File: src/rtl/seg_xlate_pkg.sv
package seg_xlate_pkg;

    localparam int OFF_W  = 32;
    localparam int SEGN_W = 13;
    localparam int SEL_W  = 16;
    localparam int LEN_W  = SEGN_W + 1;

    typedef enum logic [1:0] {
        ACC_READ  = 2'd0,
        ACC_WRITE = 2'd1,
        ACC_EXEC  = 2'd2,
        ACC_RSVD  = 2'd3
    } acc_e;

    typedef enum logic [2:0] {
        FLT_NONE    = 3'd0,
        FLT_LENGTH  = 3'd1,
        FLT_INVALID = 3'd2,
        FLT_LIMIT   = 3'd3,
        FLT_PRIV    = 3'd4
    } fault_e;

    typedef struct packed {
        logic [OFF_W-1:0] base;
        logic [OFF_W-1:0] limit;
        logic             valid;
        logic             can_rd;
        logic             can_wr;
        logic             can_ex;
    } desc_t;

    typedef struct packed {
        logic [SEGN_W-1:0] segn;
        logic              is_local;
        logic [1:0]        rqlvl;
    } sel_t;

    function automatic logic acc_permitted(desc_t d, acc_e a);
        case (a)
            ACC_READ:  return d.can_rd;
            ACC_WRITE: return d.can_wr;
            ACC_EXEC:  return d.can_ex;
            default:   return 1'b0;
        endcase
    endfunction

endpackage

File: src/rtl/seg_desc_table.sv
module seg_desc_table
    import seg_xlate_pkg::*;
#(
    parameter int DEPTH = 16,
    localparam int IDX_W = $clog2(DEPTH)
) (
    input  logic              clk,
    input  logic              rst,
    input  logic              wr_en,
    input  logic [IDX_W-1:0]  wr_idx,
    input  desc_t             wr_desc,
    input  logic              len_we,
    input  logic [LEN_W-1:0]  len_val,
    input  logic [SEGN_W-1:0] rd_segn,
    output desc_t             rd_desc,
    output logic              rd_legal
);

    desc_t             entries [DEPTH];
    logic [LEN_W-1:0]  len_q;
    logic              in_depth;

    always_ff @(posedge clk) begin
        if (rst) begin
            len_q <= '0;
            for (int i = 0; i < DEPTH; i++) entries[i] <= '0;
        end else begin
            if (len_we) len_q <= len_val;
            if (wr_en && (int'(wr_idx) < DEPTH)) entries[wr_idx] <= wr_desc;
        end
    end

    assign in_depth = (int'(rd_segn) < DEPTH);
    assign rd_legal = in_depth && ({1'b0, rd_segn} < len_q);

    always_comb begin
        rd_desc = '0;
        if (in_depth) rd_desc = entries[rd_segn[IDX_W-1:0]];
    end

    a_r1_len_cleared: assert property (@(posedge clk) disable iff (rst)
        $past(rst) |-> (len_q == '0));

    a_r9_len_holds: assert property (@(posedge clk) disable iff (rst)
        !len_we |=> $stable(len_q));

endmodule

File: src/rtl/seg_fault_eval.sv
module seg_fault_eval
    import seg_xlate_pkg::*;
(
    input  logic             legal,
    input  desc_t            desc,
    input  logic [OFF_W-1:0] off,
    input  acc_e             acc,
    output fault_e           fault,
    output logic [OFF_W-1:0] lin_addr
);

    logic over_limit;
    logic denied;

    assign over_limit = (off >= desc.limit);
    assign denied     = !acc_permitted(desc, acc);

    always_comb begin
        if (!legal)           fault = FLT_LENGTH;
        else if (!desc.valid) fault = FLT_INVALID;
        else if (over_limit)  fault = FLT_LIMIT;
        else if (denied)      fault = FLT_PRIV;
        else                  fault = FLT_NONE;
    end

    assign lin_addr = (fault == FLT_NONE) ? (desc.base + off) : '0;

endmodule

File: src/rtl/seg_xlate_unit.sv
module seg_xlate_unit
    import seg_xlate_pkg::*;
#(
    parameter int DEPTH = 16,
    localparam int IDX_W = $clog2(DEPTH)
) (
    input  logic             clk,
    input  logic             rst,
    input  logic             cfg_we,
    input  logic             cfg_local,
    input  logic [IDX_W-1:0] cfg_idx,
    input  logic [31:0]      cfg_base,
    input  logic [31:0]      cfg_limit,
    input  logic             cfg_valid,
    input  logic             cfg_rd,
    input  logic             cfg_wr,
    input  logic             cfg_ex,
    input  logic             len_we,
    input  logic             len_local,
    input  logic [13:0]      len_val,
    input  logic             req_valid,
    input  logic [15:0]      req_sel,
    input  logic [31:0]      req_off,
    input  logic [1:0]       req_acc,
    output logic             rsp_valid,
    output logic [31:0]      rsp_addr,
    output logic [2:0]       rsp_fault
);

    localparam int NTBL = 2;

    sel_t   sel;
    desc_t  new_desc;
    desc_t  tbl_desc  [NTBL];
    logic   tbl_legal [NTBL];
    desc_t  sel_desc;
    logic   sel_legal;
    fault_e cur_fault;
    logic [OFF_W-1:0] cur_addr;

    assign sel      = sel_t'(req_sel);
    assign new_desc = '{base: cfg_base, limit: cfg_limit, valid: cfg_valid,
                        can_rd: cfg_rd, can_wr: cfg_wr, can_ex: cfg_ex};

    for (genvar t = 0; t < NTBL; t++) begin : g_tbl
        seg_desc_table #(.DEPTH(DEPTH)) u_tbl (
            .clk      (clk),
            .rst      (rst),
            .wr_en    (cfg_we && (cfg_local == (t == 1))),
            .wr_idx   (cfg_idx),
            .wr_desc  (new_desc),
            .len_we   (len_we && (len_local == (t == 1))),
            .len_val  (len_val),
            .rd_segn  (sel.segn),
            .rd_desc  (tbl_desc[t]),
            .rd_legal (tbl_legal[t])
        );
    end

    assign sel_desc  = sel.is_local ? tbl_desc[1]  : tbl_desc[0];
    assign sel_legal = sel.is_local ? tbl_legal[1] : tbl_legal[0];

    seg_fault_eval u_eval (
        .legal    (sel_legal),
        .desc     (sel_desc),
        .off      (req_off),
        .acc      (acc_e'(req_acc)),
        .fault    (cur_fault),
        .lin_addr (cur_addr)
    );

    always_ff @(posedge clk) begin
        if (rst) begin
            rsp_valid <= 1'b0;
            rsp_addr  <= '0;
            rsp_fault <= FLT_NONE;
        end else begin
            rsp_valid <= req_valid;
            if (req_valid) begin
                rsp_addr  <= cur_addr;
                rsp_fault <= cur_fault;
            end
        end
    end

    a_r2_rsp_follows_req: assert property (@(posedge clk) disable iff (rst)
        req_valid |=> rsp_valid);

    a_r2_no_spurious_rsp: assert property (@(posedge clk) disable iff (rst)
        !req_valid |=> !rsp_valid);

    a_r8_fault_zero_addr: assert property (@(posedge clk) disable iff (rst)
        (rsp_valid && rsp_fault != FLT_NONE) |-> (rsp_addr == '0));

    a_r3_length_first: assert property (@(posedge clk) disable iff (rst)
        (req_valid && !sel_legal) |=> (rsp_fault == FLT_LENGTH));

    a_r4_needs_valid: assert property (@(posedge clk) disable iff (rst)
        (req_valid && !sel_desc.valid) |=> (rsp_fault != FLT_NONE));

    a_r5_within_limit: assert property (@(posedge clk) disable iff (rst)
        (req_valid && req_off >= sel_desc.limit) |=> (rsp_fault != FLT_NONE));

endmodule

File: config.mk
export PLATFORM = sky130hd
export DESIGN_NAME = seg_xlate_unit
export DESIGN_NICKNAME = d
export VERILOG_FILES = /design/src/rtl/seg_xlate_pkg.sv /design/src/rtl/seg_desc_table.sv /design/src/rtl/seg_fault_eval.sv /design/src/rtl/seg_xlate_unit.sv
export SDC_FILE = /design/constraint.sdc
export NUM_CORES = 2
export LEC_CHECK = 0
export BUFFER_PORTS_ARGS = -buffer_cell sky130_fd_sc_hd__buf_2
export CAP_MARGIN = 10
export CORE_MARGIN = 2
export CORE_UTILIZATION = 55
export CTS_BUF_LIST = sky130_fd_sc_hd__clkbuf_8
export CTS_CLUSTER_DIAMETER = 50
export DETAILED_ROUTE_END_ITERATION = 6
export PLACE_DENSITY = 0.69
export SLEW_MARGIN = 20
export SYNTH_ARGS = -nofsm -noshare
export SYNTH_HDL_FRONTEND = slang
export SYNTH_SLANG_ARGS = --single-unit
export TNS_END_PERCENT = 50
File: constraint.sdc
create_clock -name clk -period 7.11 [get_ports clk]
set_clock_uncertainty 0.15 [all_clocks]
set_input_delay 0.711 -clock clk [delete_from_list [all_inputs] [get_ports clk]]
set_output_delay 0.711 -clock clk [all_outputs]
set_load 0.05 [all_outputs]
==> out/results.tsv <==
stage	metric	value	unit
detailed_routing	drt initial violations	10330	
critical_path	CP max FO	39	
place	GP Congestion	0.8926	
grt	total track usage	33.94	%
timing	actual slew at the worst max-slew pin	1.289	ns
die	IO Pins	179	
cells_and_area	synth-to-layout area growth	10.36	%
synth	synthesized area per cell	15.77	um2
critical_path	CP arrival	6.56	ns
critical_path	critical path type	in -> reg	
die	Cell Rows	159	
timing	final setup fails	0	
synth	post-synthesis sequential area ratio	64.49	%
power	Pleak	0.04032	uW
power	Sw Ratio	24.35	%
grt	grt met1 use	45.86	%
detailed_routing	Via density	6.390	
clock_tree	postcts setup bufs	0	
grt	GR Layer Usage met3	8.028	%
timing	Slew Viols, Final	0	
timing	setup TNS	0	ns
detailed_routing	DRC	0	
synth	Synth Net Count	6783	
clock_tree	CTS buffer count	386	
detailed_routing	Total Wirelength	322700	um
synth	library cells used by synthesis	63	
clock_tree	CTS tree	done	
clock_tree	clock sink count	2240	
timing	f_max	174.8	MHz
synth	synth warn	0	
power	share of power burned in registers	54.3	%
power	Pint	21350	uW
grt	gr ovfl total	0	
critical_path	R2R depth	13	
detailed_routing	DRT antenna net count	0	
synth	Post-synth EDFFs	2176	
power	P_sw	6873	uW
cells_and_area	final core occ	60.91	%
grt	largest net degree at the start of global routing	59	
die	Die ar.	0.1913	mm2
synth	Syn Inst Count	6552	
critical_path	crit path launch type	input pin	
timing	final worst path period need	5.720	ns
timing	unrepaired setup endpoints after global routing	no	
detailed_routing	wire per inst	33.86	um
die	Starting Density	55.19	%
cells_and_area	Layout Nets	6966	
synth	register bit total from synthesis	2240	
place	DP HPWL	175900	um
power	clock share of power	37.3	%
clock_tree	CTS max path bufs	4	
clock_tree	Root Driver	clkbuf_8	
die	Die Width	437.4	um
die	Die Height	437.4	um
timing	final worst path period share	80.45	%
synth	Synth Flop Type	edfxtp_1	
timing	Final Hold Vio Count	0	
detailed_routing	TritonRoute pass-1 iters	5	
run	max-cap viol count	0	
grt	first-pass GRT wire length	453100	um
power	power per cell area	247.5	mW/mm2
clock_tree	hold_buf cts	39	
grt	met2 Usage GRT	51.95	%
grt	gr busiest metal	met2	
synth	Synth async-reset ratio	0	%
power	combinational group share of total power	8.4	%
grt	initial antenna violation count	45	
grt	number of global-route vias before repair	61010	
detailed_routing	vias	60890	
clock_tree	H-tree lvl count	5	
critical_path	CP Data Required Time	7.95	ns
timing	relative slew slack	14.03	%
run_status	outcome	complete, no violations	
min_path	hold depth	2	
cells_and_area	# fillers	13730	
clock_tree	CTS resizes	0	
cells_and_area	layout cell share with drive strength beyond 1	23.04	%
die	core area	0.1872	mm2
clock_tree	Clock Latency Late Sink	1.11	ns
clock_tree	clk slew on worst S/H paths	0.06	ns
place	Port Buf Inserts	176	
min_path	Worst Hold Class	in -> reg	
critical_path	crit end category	flop	
power	worst vdd ir	0.1747	mV
synth	Syn Std Cell Area	0.1033	mm2
[per-layer routing]
layer  vias to the layer above  share of wire (%)
met5                         -              0.011
met4                         6                5.7
met3                       820                 13
met2                      4387                 46
met1                     31170                 36
li1                      24510                  -
[synth_stat cells, types with 18 or more instances]
cell type / number / share of area (%)
mux2_2: 32 / 0.35
clkbuf_1: 511 / 1.9
ha_1: 87 / 1.1
a21o_1: 19 / 0.14
buf_1: 28 / 0.10
or2_2: 35 / 0.21
and2_1: 2176 / 13
a21oi_1: 88 / 0.43
edfxtp_1: 2176 / 63
inv_1: 37 / 0.13
nand2_1: 170 / 0.62
mux2i_1: 48 / 0.47
dfxtp_1: 64 / 1.2
buf_2: 47 / 0.23
nor2b_1: 18 / 0.11
o21ai_2: 30 / 0.25
mux4_2: 656 / 14
nor2_1: 93 / 0.34
o21ai_0: 30 / 0.15
buf_4: 25 / 0.18
[critical path: stages]
cell      delay (ns)
buf_8           0.46
buf_4           0.41
mux4_2          0.55
mux4_2          0.53
mux2_2          0.33
nand2_1         0.09
ha_1            0.27
nand4_1         0.15
nor4_1          0.10
a221o_1         0.32
a211oi_1        0.55
o211ai_1        0.41
or4_1           0.62
or3_4           0.63
o21ai_2         0.23
[cells in the final DEF (no fill, tap or decap), types with 48 or more instances in the layout]
cell,synthesis,final
mux4_2,656,656
clkinv_1,0,90
mux2i_1,48,48
buf_4,25,180
nand2_1,170,170
a21oi_1,88,88
dfxtp_1,64,64
ha_1,87,87
edfxtp_1,2176,2176
clkbuf_8,0,395
buf_2,47,172
nor2_1,93,60
inv_1,37,176
and2_1,2176,2176
[area by class of cell]
| type | count | area [um2] | share of cell area, % |
|---|---|---|---|
| Multi-Input combinational cell | 3650 | 34290 | 30.07 |
| Tap cell | 2495 | 3122 | 2.738 |
| Inverter | 39 | 153.9 | 0.1350 |
| Timing Repair Buffer | 418 | 3118 | 2.735 |
| Sequential cell | 2240 | 66620 | 58.43 |
| Clock buffer | 395 | 5436 | 4.768 |
| Clock inverter | 277 | 1237 | 1.085 |
| Antenna cell | 16 | 40.04 | 0.03511 |
[state kept, by name (all words and copies together) (netlist names)]
| register | count |
|---|---|
| rsp_fault | 3 |
| g_tbl.u_tbl.len_q | 28 |
| rsp_valid | 1 |
| g_tbl.u_tbl.entries | 2176 |
| rsp_addr | 32 |
[path summary, 6_finish.rpt]
kind                            startpoint                             to  slack (ns)
max reg2reg  g_tbl[0].u_tbl.entries[4][34]                   rsp_addr[10]        1.72
min                          cfg_limit[31]  g_tbl[0].u_tbl.entries[3][35]        0.08
min reg2reg                    rsp_addr[1]                    rsp_addr[1]        0.30
max                             req_sel[3]                   rsp_addr[10]        1.39
[kinds of logic (layout without fill, tap and decap cells)]
group,Yosys count,in the layout,share of synthesized area [%]
buf+inv,662,1129,2.647
other cells,0,16,0
xor+xnor,29,29,0.2458
simple gates,2554,2554,14.83
fa+ha+maj,88,88,1.073
flops,2240,2240,64.49
compound gates,238,238,1.490
mux,741,741,15.23
[power by group through the flow]
stage               Clock (uW)  Combinational [uW]  Sequential, uW
global route             11100                2440           15400
global placement             0                2280           15600
CTS                      10600                2340           15300
finish                   10500                2370           15300
floorplan                    0                1410           15500
detailed placement           0                2310           15600
[through the flow]
stage | cell area [um2] | total power (uW) | hold slack [ns] | worst slack, ns | std cells
6_report | 114000 | 28220 | 0.07829 | 1.390 | 9530
4_1_cts | 114000 | 28270 | 0.002257 | 1.565 | 9514
3_3_place_gp | 106800 | 17840 | 0.2874 | 0.4493 | 8799
2_1_floorplan | 103300 | 16940 | 0.2815 | 1.583 | 6552
3_5_place_dp | 106900 | 17920 | 0.2868 | 0.4115 | 8803
5_1_grt | 114000 | 28970 | 0.08842 | 1.263 | 9523
Power figures use the tool's default switching activity.
